--- src/rtl/dma_cond_pkg.sv ---
package dma_cond_pkg;

    typedef enum logic [1:0] {
        MODE_UNIT     = 2'b00,
        MODE_SEQ      = 2'b01,
        MODE_NONSTOP  = 2'b10,
        MODE_UNIT_ALT = 2'b11
    } mode_e;

    typedef enum logic {
        ST_ARB  = 1'b0,
        ST_BUSY = 1'b1
    } seq_st_e;

endpackage

--- src/rtl/dma_cond_arb.sv ---
module dma_cond_arb #(
    parameter int NCH  = 4,
    parameter int CH_W = 2
) (
    input  logic [NCH-1:0]  elig_i,
    output logic            grant_v_o,
    output logic [CH_W-1:0] grant_o
);

    // Lowest index wins: scan from the top so the last hit is the winner.
    always_comb begin
        grant_v_o = |elig_i;
        grant_o   = '0;
        for (int i = NCH - 1; i >= 0; i--) begin
            if (elig_i[i]) grant_o = CH_W'(i);
        end
    end

endmodule

--- src/rtl/dma_cond_chan.sv ---
module dma_cond_chan #(
    parameter int CNT_W   = 16,
    parameter int BYTES_W = 4
) (
    input  logic               clk,
    input  logic               rst_n,
    input  logic               load_i,
    input  logic [CNT_W-1:0]   load_val_i,
    input  logic               dec_i,
    input  logic [BYTES_W-1:0] dec_amt_i,
    output logic [CNT_W-1:0]   cnt_o,
    output logic               active_o,
    output logic               fin_o
);

    typedef struct packed {
        logic [CNT_W-1:0] cnt;
        logic             fin;
    } chan_t;

    chan_t d, q;

    always_comb begin
        d     = q;
        d.fin = 1'b0;
        if (dec_i) begin
            d.cnt = q.cnt - CNT_W'(dec_amt_i);
            if (d.cnt == '0) d.fin = 1'b1;
        end else if (load_i && q.cnt == '0) begin
            d.cnt = load_val_i;
        end
    end

    always_ff @(posedge clk or negedge rst_n) begin
        if (!rst_n) q <= '0;
        else        q <= d;
    end

    assign cnt_o    = q.cnt;
    assign active_o = (q.cnt != '0);
    assign fin_o    = q.fin;

    // a unit never takes more bytes than remain
    assert_no_overdraw_R3: assert property (@(posedge clk) disable iff (!rst_n)
        dec_i |-> (CNT_W'(dec_amt_i) <= cnt_o) && (dec_amt_i != '0));

    // completion is a single-cycle pulse
    assert_fin_single_R4: assert property (@(posedge clk) disable iff (!rst_n)
        fin_o |=> !fin_o);

    // the counter changes only on a done or on a load into an empty channel
    assert_cnt_hold_R9: assert property (@(posedge clk) disable iff (!rst_n)
        (!dec_i && !(load_i && cnt_o == '0)) |=> $stable(cnt_o));

endmodule

--- src/rtl/dma_cond_seq.sv ---
module dma_cond_seq
    import dma_cond_pkg::*;
#(
    parameter int NCH    = 4,
    parameter int CNT_W  = 16,
    parameter int OPSZ_W = 2,
    localparam int CH_W    = (NCH > 1) ? $clog2(NCH) : 1,
    localparam int MAXB    = 1 << ((1 << OPSZ_W) - 1),
    localparam int BYTES_W = $clog2(MAXB + 1)
) (
    input  logic                  clk,
    input  logic                  rst_n,
    input  logic [NCH-1:0]        req_i,
    input  logic [2*NCH-1:0]      mode_i,
    input  logic [OPSZ_W*NCH-1:0] opsz_i,
    input  logic [NCH-1:0]        load_i,
    input  logic [CNT_W-1:0]      load_cnt_i,
    output logic                  bus_start_o,
    output logic [CH_W-1:0]       bus_ch_o,
    output logic [BYTES_W-1:0]    bus_size_o,
    input  logic                  bus_done_i,
    output logic [NCH-1:0]        done_pulse_o
);

    typedef struct packed {
        seq_st_e          st;
        logic             start;
        logic [CH_W-1:0]  ch;
        logic [BYTES_W-1:0] size;
        logic [NCH-1:0]   mask;
        logic [NCH-1:0]   run;
    } seq_t;

    seq_t d, q;

    logic [1:0]        mode_ch [NCH];
    logic [OPSZ_W-1:0] opsz_ch [NCH];
    logic [CNT_W-1:0]  cnt     [NCH];
    logic [NCH-1:0]    active;
    logic [NCH-1:0]    dec_vec;
    logic [NCH-1:0]    elig;
    logic              win_v;
    logic [CH_W-1:0]   win;
    logic              done_acc;

    function automatic logic [BYTES_W-1:0] clip_size(input logic [OPSZ_W-1:0] code,
                                                     input logic [CNT_W-1:0] left);
        logic [BYTES_W-1:0] opb;
        opb = BYTES_W'(1) << code;
        if (left < CNT_W'(opb)) return left[BYTES_W-1:0];
        return opb;
    endfunction

    for (genvar g = 0; g < NCH; g++) begin : g_chan
        assign mode_ch[g] = mode_i[2*g +: 2];
        assign opsz_ch[g] = opsz_i[OPSZ_W*g +: OPSZ_W];

        dma_cond_chan #(.CNT_W(CNT_W), .BYTES_W(BYTES_W)) u_chan (
            .clk        (clk),
            .rst_n      (rst_n),
            .load_i     (load_i[g]),
            .load_val_i (load_cnt_i),
            .dec_i      (dec_vec[g]),
            .dec_amt_i  (q.size),
            .cnt_o      (cnt[g]),
            .active_o   (active[g]),
            .fin_o      (done_pulse_o[g])
        );
    end

    assign done_acc = (q.st == ST_BUSY) && bus_done_i;

    always_comb begin
        dec_vec = '0;
        if (done_acc) dec_vec[q.ch] = 1'b1;
    end

    assign elig = active & (req_i | q.run) & ~q.mask;

    dma_cond_arb #(.NCH(NCH), .CH_W(CH_W)) u_arb (
        .elig_i    (elig),
        .grant_v_o (win_v),
        .grant_o   (win)
    );

    always_comb begin
        logic [CNT_W-1:0] rem;
        d       = q;
        d.start = 1'b0;
        d.mask  = '0;
        rem     = cnt[q.ch] - CNT_W'(q.size);
        unique case (q.st)
            ST_ARB: begin
                if (win_v) begin
                    d.st    = ST_BUSY;
                    d.start = 1'b1;
                    d.ch    = win;
                    d.size  = clip_size(opsz_ch[win], cnt[win]);
                    if (mode_ch[win] == MODE_SEQ || mode_ch[win] == MODE_NONSTOP)
                        d.run[win] = 1'b1;
                end
            end
            ST_BUSY: begin
                if (bus_done_i) begin
                    if (rem == '0) begin
                        d.run[q.ch] = 1'b0;
                        d.st        = ST_ARB;
                    end else if (mode_ch[q.ch] == MODE_NONSTOP) begin
                        d.start = 1'b1;
                        d.size  = clip_size(opsz_ch[q.ch], rem);
                    end else begin
                        d.st = ST_ARB;
                        if (mode_ch[q.ch] != MODE_SEQ) d.mask[q.ch] = 1'b1;
                    end
                end
            end
            default: d.st = ST_ARB;
        endcase
    end

    always_ff @(posedge clk or negedge rst_n) begin
        if (!rst_n) q <= '0;
        else        q <= d;
    end

    assign bus_start_o = q.start;
    assign bus_ch_o    = q.ch;
    assign bus_size_o  = q.size;

    // start is a single-cycle pulse and never overlaps a done
    assert_start_pulse_R10: assert property (@(posedge clk) disable iff (!rst_n)
        bus_start_o |=> !bus_start_o);
    assert_start_no_done_R10: assert property (@(posedge clk) disable iff (!rst_n)
        bus_start_o |-> !bus_done_i);

    // at most one channel completes per cycle
    assert_pulse_onehot_R4: assert property (@(posedge clk) disable iff (!rst_n)
        $onehot0(done_pulse_o));

    // issued sizes lie between one byte and the largest operand
    assert_size_range_R3: assert property (@(posedge clk) disable iff (!rst_n)
        bus_start_o |-> (bus_size_o != '0) && (int'(bus_size_o) <= MAXB));

    // only a channel with bytes left is ever started
    assert_start_active_R9: assert property (@(posedge clk) disable iff (!rst_n)
        bus_start_o |-> active[bus_ch_o]);

    // a non-stop run restarts the cycle after each done, on the same channel
    assert_nonstop_next_R8: assert property (@(posedge clk) disable iff (!rst_n)
        (done_acc && mode_ch[bus_ch_o] == MODE_NONSTOP && cnt[bus_ch_o] != CNT_W'(bus_size_o))
        |=> bus_start_o && $stable(bus_ch_o));

endmodule

--- config.mk ---
export PLATFORM = sky130hd
export DESIGN_NAME = dma_cond_seq
export DESIGN_NICKNAME = d
export VERILOG_FILES = /design/src/rtl/dma_cond_pkg.sv /design/src/rtl/dma_cond_arb.sv /design/src/rtl/dma_cond_chan.sv /design/src/rtl/dma_cond_seq.sv
export SDC_FILE = /design/constraint.sdc
export NUM_CORES = 1
export LEC_CHECK = 0
export BUFFER_PORTS_ARGS = -buffer_cell sky130_fd_sc_hd__buf_4
export CAP_MARGIN = 30
export CORE_ASPECT_RATIO = 0.8
export CORE_UTILIZATION = 40
export DETAILED_ROUTE_END_ITERATION = 8
export GPL_TIMING_DRIVEN = 0
export PLACE_DENSITY = 0.69
export SETUP_SLACK_MARGIN = 0.3
export SLEW_MARGIN = 0
export SYNTH_ARGS = -nofsm -noshare
export SYNTH_HDL_FRONTEND = slang
export SYNTH_SLANG_ARGS = --single-unit
--- constraint.sdc ---
create_clock -name clk -period 12.78 [get_ports clk]
set_input_delay 0.639 -clock clk [delete_from_list [all_inputs] [get_ports clk]]
set_output_delay 0.639 -clock clk [all_outputs]
set_load 0.005 [all_outputs]
==> key figures, run 1 <==
Pwr
  – Power, Total: 1970 uW
  – PwrDens: 260 nW/um^2
  – VDD IR-drop max: 0.000129 V
  – Lkg Pwr: 0.00316 uW

Synth
  – Syn_nets: 872
  – Syn_area_per_cell: 8.30 sq um
  – Synth Flop Type: dfrtp_1
  – Distinct cells, synth: 71
  – Post-synth EDFFs: 0
  – Sequential area share after synthesis: 31.7%
  – Flops & latches, synth: 84
  – Synth warnings: 0
  – Async set-or-reset flop fraction in the synthesized netlist: 100%
  – Mapped Area: 6620 sq um
  – Mapped Cells: 798

Timing
  – Fin Clk Skew: 0.00820 ns
  – Fmax: 0.166 GHz
  – Final setup violation count: 0
  – Fin Setup TNS: 0 ns
  – Period utilization: 47.2%
  – Fin Hold WS: 0.282 ns
  – Count of pins over their slew limit: 0
  – Worst-Margin Slew: 1.13 ns
  – RSZ-0062 raised after global routing: no
  – Fin. Hold Viols: 0
  – Slew headroom: 23.7%
  – Min cycle time layout: 6.03 ns

Clocking
  – Num CTS Buffers: 9
  – CTS Sinks: 84
  – CTS tree: done
  – H-tree levels: 3
  – Root buffer cell: clkbuf_16
  – CTS max path bufs: 2
  – CTS resizes: 0
  – Skew-Pair Late Insertion Delay: 0.36 ns
  – Post-CTS Setup Repair Bufs: 0
  – # hold bufs at CTS: 0
  – Worst-path clk slew: 0.06 ns

Placed design
  – Post-DP HPWL: 17700 um
  – Placed instance area: 7310 sq um
  – Dpl cells: 1067
  – IO buf count: 53
  – GP Congestion: 1.00

Worst setup path
  – Worst r2r path cells: 13
  – R2r setup slk: 6.75 ns
  – Delay-heaviest family, CP: simple AND/OR/NAND/NOR gates
  – Reg-to-Reg Start: g_chan[1].u_chan.cnt_o[9]
  – Crit path required time: 13.06 ns
  – Critical-path top delay cell: nor4b_1
  – Critical path class: register to register
  – Crit path DAT: 6.30 ns
  – Worst setup EP type: register
  – CP Launch Type: register
  – Peak fanout along the critical path: 8
  – Largest stage delay, worst path: 0.92 ns
  – Worst path buffer plus inverter count: 1
  – CP dominant cell by count: a21oi_1
  – Critical-path cell list: clkbuf_1, nor4_1, nor4b_1, a21oi_1, nor3_1, a222oi_1, or2_2, ha_1, a21oi_1, nand4_1, nor4_4, mux2_1, o211ai_1
  – Critical R2R Capture: bus_size_o[1]

Min path
  – HP Class: primary input to asynchronous set/reset pin

Routing
  – Vias/cell: 6.25
  – Initial DRT Pass Iterations: 5
  – WL final: 23100 um
  – DR iter-0 viols: 633
  – Avg WL per Cell: 21.4 um
  – Via count: 6755
  – ANT nets after route: 0
  – DRC Markers: 0

Die
  – Die ar.: 17100 sq um
  – Placement Rows: 41
  – Die Width: 146 um
  – Io pins: 54
  – Die height: 117 um
  – Core area: 16000 sq um
  – Starting density of the core: 41.5%

GRT
  – Vias in the first global route: 6424
  – First-pass GRT wire length: 36700 um
  – Remaining Overflow, GRT: 0
  – Initial antenna violation count: 0
  – Total GRT Usage: 28.6%
  – Largest net degree at the start of global routing: 46

Finish
  – Finished Cell Area: 7590 sq um
  – Ant. Diodes: 0
  – Layout Cells excl Fill: 1081
  – Layout Nets: 937
  – Layout cells sized above 1: 12.1%
  – Synth-to-Final Area Change: 14.6%

Run status
  – Status: finished, final reports clean

Run
  – MaxCap Viol Count: 0
power breakdown:
group,leakage (uW),switching [uW],total [uW],internal [uW]
registers,0.00103,152,522,370
clock network,0.000134,112,257,146
logic,0.00199,717,1190,478
metrics by stage:
step | util, % | setup WS [ns]
2_1_floorplan | - | 8.40
3_3_place_gp | 45.7 | 7.04
3_5_place_dp | 45.8 | 7.05
4_1_cts | 47.6 | 6.97
5_1_grt | 47.6 | 6.57
6_report | 47.6 | 6.75
how the worst max path moves through the flow:
stage | from | to | slack [ns] | depth (start not counted)
floorplan | g_chan[1].u_chan.cnt_o[9] | bus_size_o[1] | 8.40 | 15
global placement | g_chan[1].u_chan.cnt_o[9] | bus_size_o[1] | 7.04 | 13
detailed placement | g_chan[1].u_chan.cnt_o[9] | bus_size_o[1] | 7.05 | 13
CTS | g_chan[1].u_chan.cnt_o[9] | bus_size_o[1] | 6.97 | 13
global route | g_chan[1].u_chan.cnt_o[9] | bus_size_o[1] | 6.57 | 13
finish | g_chan[1].u_chan.cnt_o[9] | bus_size_o[1] | 6.75 | 13
cell usage in the layout, fill, tap and decap left out, drive strengths merged, types with 24 or more instances in the layout:
| master | netlist | final |
|---|---|---|
| nor3 | 46 | 46 |
| buf | 16 | 70 |
| inv | 30 | 30 |
| o21ai | 47 | 47 |
| nand2 | 79 | 79 |
| ha | 26 | 26 |
| nor2 | 66 | 66 |
| clkbuf | 44 | 57 |
| a211oi | 24 | 24 |
| dfrtp | 84 | 84 |
| a21oi | 66 | 66 |
worst register-to-register path: stages (launching register included):
cell and delay [ns]:
dfrtp_1 0.36, clkbuf_1 0.22, nor4_1 0.78, nor4b_1 0.92, a21oi_1 0.32, nor3_1 0.81
a222oi_1 0.40, or2_2 0.37, ha_1 0.30, a21oi_1 0.23, nand4_1 0.25, nor4_4 0.43
mux2_1 0.39, o211ai_1 0.16
metal layers:
layer,track usage [%],part of all wire [%],vias up,wire (um)
met1,39.7,43,3245,9990
met5,0.556,0,-,0
li1,-,-,3084,-
met4,8.35,2.6,0,612
met2,42.8,42,372,9660
met3,8.76,12,54,2860
synthesized netlist by cell type (6+ instances only):
cell type  count  area [sq um]
a21oi_1       66           330
nor3_1        45           225
a32oi_1        6          52.6
buf_4         10          75.1
clkbuf_1      43           161
or2_2          6          37.5
mux4_2        10           225
or4_1         15           113
a211oi_1      24           180
and2_1         6          37.5
o221ai_1       6          52.6
nand4_1       10          62.6
xor2_1        16           140
nor2_1        66           248
nand2b_1      19           119
or3_1          6          37.5
nor2b_1       11          68.8
mux2i_1       13           130
a21o_1         8          60.1
ha_1          26           325
o22ai_1        6          37.5
nor4_1        22           138
xnor2_1       15           131
nand2_1       79           297
nand3_1       13          65.1
o21ai_0       45           225
dfrtp_1       84          2100
inv_1         30           113
kinds of logic after synthesis:
family | synth area share [%]
compound gates | 21.4
xor+xnor | 4.10
fa+ha+maj | 6.42
buf+inv | 5.97
flops | 31.7
mux | 5.53
simple gates | 24.8
registers in the layout, indices dropped and copies added (netlist names):
name                 count
bus_size_o               4
bus_start_o              1
g_chan.u_chan.cnt_o     64
q                        9
g_chan.u_chan.fin_o      4
bus_ch_o                 2
area by class of cell:
class	count	area, sq um
fill	1590	8370
multi-input combinational	624	4130
sequential	84	2100
timing repair buffer	54	418
buffer	60	283
clock buffer	13	270
tap	215	269
inverter	30	113
clock inverter	1	7.51
(Power assumes the default switching activity.)
==> inputs of run 2 (changes only) <==
Clock period 12.78 ns to 6.2 ns, I/O delays scaled along.
==> run 2 against run 1 <==
  * Via count decreased by 0.30%
  * Worst hold slack got worse by 0.077 ns
  * First-iteration DRC count increased by 4.9%
  * Worst setup slack got worse by 6.2 ns
  * Register-to-register slack got worse by 6.2 ns
  * Count of clock-buffer cells in the layout unchanged
  * Clock skew decreased by 0.00069 ns
  * Global-route usage unchanged
  * Power increased by 110%
  * Routed wire length increased by 0.55%
==> key figures, run 2 (synthesis gave the netlist of run 1 again) <==
Timing
  – Final setup violation count: 0
  – Worst Setup Slack, final: 0.597 ns
  – Period utilization: 90.4%
  – Min cycle time layout: 5.60 ns
  – Fin Clk Skew: 0.00751 ns
  – Slew headroom: 24.5%
  – Count of pins over their slew limit: 0
  – Worst-Margin Slew: 1.12 ns
  – Fmax: 0.178 GHz
  – Fin. Hold Viols: 0
  – RSZ-0062 raised after global routing: no
  – Fin Setup TNS: 0 ns

Routing
  – Initial DRT Pass Iterations: 6
  – Vias/cell: 6.22
  – Via count: 6735
  – DR iter-0 viols: 664
  – ANT nets after route: 0
  – WL final: 23300 um
  – DRC Markers: 0
  – Avg WL per Cell: 21.5 um

Finish
  – Filler cell count: 1585
  – Register Area: 2100 sq um
  – Commonest non-fill, non-tap cell in the layout: dfrtp_1
  – Finished Cell Area: 7610 sq um
  – Multi-input logic area: 4130 sq um
  – Ant. Diodes: 0
  – Commonest non-fill, non-tap cells in the layout: 84 x dfrtp_1, 79 x nand2_1, 66 x nor2_1, 66 x a21oi_1, 63 x buf_4
  – Synth-to-Final Area Change: 14.8%
  – Layout cells sized above 1: 12.3%
  – Layout Nets: 938
  – Max reg flops: 64

Placed design
  – GP Congestion: 1.00
  – Post-DP HPWL: 17700 um
  – Worst slack, placed: 0.473 ns
  – IO buf count: 53
  – Placed instance area: 7310 sq um

Die
  – Die ar.: 17100 sq um
  – Io pins: 54
  – Placement Rows: 41
  – Core area: 16000 sq um
  – Die Width: 146 um
  – Die height: 117 um
  – Starting density of the core: 41.5%

Clocking
  – Skew-Pair Late Insertion Delay: 0.36 ns
  – Worst-path clk slew: 0.06 ns
  – H-tree levels: 3
  – CTS max path bufs: 2
  – Root buffer cell: clkbuf_16
  – CTS tree: done
  – Post-CTS Setup Repair Bufs: 0
  – CTS Sinks: 84
  – Num CTS Buffers: 9

Worst setup path
  – Peak fanout along the critical path: 8
  – CP dominant cell by count: a21oi_1
  – Crit path required time: 6.48 ns
  – Crit path DAT: 5.88 ns
  – Worst setup EP type: register
  – Delay-heaviest family, CP: simple AND/OR/NAND/NOR gates
  – Worst path buffer plus inverter count: 1
  – CP Launch Type: register
  – Critical-path top delay cell: nor4_1
  – Largest stage delay, worst path: 0.77 ns
  – Critical path class: register to register
  – Critical-path cell list: clkbuf_1, nor4_1, nor4b_2, a21oi_1, nor3_1, a222oi_1, or2_2, ha_1, a21oi_1, nand4_1, nor4_4, mux2_1, o211ai_1

Min path
  – HP Class: primary input to register

GRT
  – Remaining Overflow, GRT: 0
  – Met3 Resource Use GR: 8.76%
  – Initial antenna violation count: 0
  – First-pass GRT wire length: 36700 um
  – Routing usage on met2: 42.8%
  – Total GRT Usage: 28.6%
  – Vias in the first global route: 6424
  – Largest net degree at the start of global routing: 46
  – Met1 Use GR: 39.7%
  – Gr busiest metal: met2

Pwr
  – PwrDens: 537 nW/um^2
  – Power, Total: 4080 uW
  – Lkg Pwr: 0.00317 uW
  – VDD IR-drop max: 0.000265 V

Run status
  – Status: finished, final reports clean

Run
  – MaxCap Viol Count: 0
## run 2: worst register-to-register path, cell delays in order (launching register included)
cell      delay [ns]
dfrtp_1         0.36
clkbuf_1        0.22
nor4_1          0.77
nor4b_2         0.65
a21oi_1         0.26
nor3_1          0.77
a222oi_1        0.38
or2_2           0.37
ha_1            0.29
a21oi_1         0.23
nand4_1         0.25
nor4_4          0.43
mux2_1          0.39
o211ai_1        0.16
## run 2: area by class of cell
| type | count | share of cell area, % |
|---|---|---|
| multi-input combinational | 624 | 54.3 |
| sequential | 84 | 27.6 |
| timing repair buffer | 55 | 5.62 |
| buffer | 60 | 3.73 |
| clock buffer | 13 | 3.55 |
| tap | 215 | 3.54 |
| inverter | 30 | 1.48 |
| clock inverter | 1 | 0.0987 |
## run 2: worst paths after layout
kind                                                start                         end  slack [ns]  depth (start not counted)
worst max register to register  g_chan[1].u_chan.cnt_o[9]               bus_size_o[1]        0.60                         13
worst min register to register                       q[2]                        q[2]        0.51                          1
min in group asynchronous                           rst_n   g_chan[1].u_chan.cnt_o[1]        0.50                          2
max in group asynchronous                           rst_n  g_chan[0].u_chan.cnt_o[14]        5.03                          3
worst min-delay path                       load_cnt_i[15]  g_chan[1].u_chan.cnt_o[15]        0.21                          3
worst max-delay path            g_chan[1].u_chan.cnt_o[9]               bus_size_o[1]        0.60                         13
## run 2: layer usage
layer  vias up  share of wire (%)
met2       353                 42
met5         -                  0
li1       3091                  -
met3        47                 12
met1      3244                 44
met4         0                2.4
## run 2: what timing repair did
action	in CTS	in global routing
hold buffers	1	0
endpoints found under the hold margin	20	0
setup endpoints to repair	0	4
resized for setup	0	4
## run 2: power by group
group / switching [uW] / internal, uW / leakage [uW]
Clock: 230 / 300 / 0.000134
Sequential: 314 / 763 / 0.00103
Combinational: 1490 / 988 / 0.00200
## run 2: per-stage QoR
step           hold slack [ns]  instances  utilization, %
2_1_floorplan           0.0144        798               -
3_3_place_gp             0.487       1066            45.7
3_5_place_dp             0.367       1067            45.8
4_1_cts                  0.201       1082            47.6
5_1_grt                  0.229       1082            47.7
6_report                 0.205       1082            47.7
==> inputs of run 3 (changes only) <==
Settings changed: CORE_UTILIZATION 40 to 35, PLACE_DENSITY 0.69 to 0.63, REMOVE_ABC_BUFFERS from default to 1.
Clock period 6.2 ns to 7.04 ns, I/O delays scaled along.
==> run 3 against run 2 <==
  * Sequential share of layout area up 0.42 points
  * Via count down 4.4%
  * Non-clock buffer count down 54
  * Combinational power down 18%
  * Critical path type unchanged
  * Critical endpoint unchanged
  * Highest routed layer unchanged
==> key figures, run 3 (synthesis gave the netlist of run 1 again) <==
Run status
  – Status: finished, final reports clean

Die
  – Starting density of the core: 36.1%
  – Die Width: 156 um
  – Die ar.: 19500 sq um
  – Die height: 125 um
  – Placement Rows: 44
  – Core area: 18300 sq um
  – Io pins: 54

Placed design
  – GP Congestion: 0.971
  – Placed instance area: 7180 sq um
  – Dpl cells: 1050
  – IO buf count: 53
  – Post-DP HPWL: 17000 um

Clocking
  – Root buffer cell: clkbuf_16
  – Worst-path clk slew: 0.07 ns
  – Skew-Pair Late Insertion Delay: 0.36 ns
  – Num CTS Buffers: 9
  – CTS max path bufs: 2
  – CTS resizes: 0
  – CTS tree: done
  – CTS Sinks: 84
  – H-tree levels: 3

Worst setup path
  – Worst setup EP type: register
  – Worst path buffer plus inverter count: 1
  – R2r setup slk: 0.92 ns
  – Critical-path cell list: nor4_1, nor4b_1, clkbuf_2, a21oi_1, nor3_1, a222oi_1, or2_2, ha_1, a21oi_1, nand4_1, nor4_4, mux2_1, o211ai_1
  – Peak fanout along the critical path: 13
  – CP dominant cell by count: a21oi_1
  – Crit path DAT: 6.39 ns
  – Critical path class: register to register
  – Largest stage delay, worst path: 0.95 ns
  – Critical-path top delay cell: nor3_1
  – Delay-heaviest family, CP: simple AND/OR/NAND/NOR gates
  – Crit path required time: 7.31 ns
  – CP Launch Type: register

Timing
  – Fin Clk Skew: 0.00995 ns
  – Fmax: 0.163 GHz
  – Worst-Margin Slew: 1.10 ns
  – Fin Setup TNS: 0 ns
  – Final setup violation count: 0
  – Min cycle time layout: 6.12 ns
  – Slew headroom: 25.9%
  – Count of pins over their slew limit: 0
  – RSZ-0062 raised after global routing: no
  – Period utilization: 86.9%
  – Fin. Hold Viols: 0
  – Fin Hold WS: 0.256 ns

Min path
  – HP Class: primary input to register

Routing
  – WL met2: 9130 um
  – WL final: 22400 um
  – Post-Route M1 WL: 10800 um
  – Initial DRT Pass Iterations: 5
  – DR iter-0 viols: 679
  – Met3 wire length: 2070 um
  – Avg WL per Cell: 21.0 um
  – DRC Markers: 0
  – Vias/cell: 6.03
  – DR top layer: met4
  – Via count: 6440
  – ANT nets after route: 0

Pwr
  – Lkg Pwr: 0.00310 uW
  – Power, Total: 3570 uW
  – VDD IR-drop max: 0.000168 V
  – PwrDens: 477 nW/um^2

GRT
  – First-pass GRT wire length: 34700 um
  – Largest net degree at the start of global routing: 57
  – Vias in the first global route: 5880
  – Total GRT Usage: 23.3%
  – Initial antenna violation count: 0
  – Remaining Overflow, GRT: 0

Finish
  – Commonest non-fill, non-tap cells in the layout: 84 x dfrtp_1, 79 x nand2_1, 66 x nor2_1, 66 x a21oi_1, 54 x buf_4
  – Ant. Diodes: 0
  – Max reg flops: 64
  – Synth-to-Final Area Change: 13.1%
  – Filler cell count: 1848
  – Finished Cell Area: 7490 sq um
  – Layout cells sized above 1: 12.3%
  – Layout Nets: 884
  – Layout Cells excl Fill: 1068
  – Commonest non-fill, non-tap cell in the layout: dfrtp_1

Run
  – MaxCap Viol Count: 0
==> run 3: final cells by class <==
| cell class | count | area (sq um) | area share [%] |
|---|---|---|---|
| flip-flops and latches | 84 | 2100 | 28.0 |
| inverters | 30 | 113 | 1.50 |
| well taps | 253 | 317 | 4.22 |
| clock buffers | 11 | 243 | 3.24 |
| repair buffers | 61 | 519 | 6.93 |
| multi-input cells | 624 | 4140 | 55.3 |
| clock inverters | 5 | 60.1 | 0.801 |
==> run 3: per-layer routing <==
layer,up-vias,GRT usage [%]
li1,2983,-
met1,3074,35.6
met2,339,32.5
met3,44,5.55
met4,0,5.71
met5,-,0
==> run 3: worst min-delay path: cells and delay by family <==
kind / cells / cell delay [ns]
AO/OA/AOI/OAI: 1 / 0.06
AND/OR/NAND/NOR: 1 / 0.05
buffers and inverters: 1 / 0.11
==> run 3: metrics by stage <==
step	worst slack, ns	utilization, %
2_1_floorplan	2.35	-
3_3_place_gp	0.641	38.5
3_5_place_dp	0.644	39.1
4_1_cts	0.611	40.9
5_1_grt	0.585	40.9
6_report	0.919	40.9
==> run 3: repair_timing <==
item,CTS,global route
setup buffers,0,0
hold endpoints to repair,28,0
hold buffers,1,0
==> run 3: worst paths after layout <==
path                                            from                          to  cells after the start
max in group asynchronous                      rst_n  g_chan[0].u_chan.cnt_o[13]                      3
max                        g_chan[1].u_chan.cnt_o[7]               bus_size_o[1]                     13
max reg2reg                g_chan[1].u_chan.cnt_o[7]               bus_size_o[1]                     13
min                                   load_cnt_i[15]  g_chan[1].u_chan.cnt_o[15]                      3
min in group asynchronous                      rst_n                 bus_start_o                      2
min reg2reg                                     q[2]                        q[2]                      1
==> run 3: report_power, final <==
group	internal (uW)	switching (uW)	leakage [uW]
registers	671	372	0.00103
logic	843	1190	0.00192
clock network	286	210	0.000146
total	1800	1770	0.00310
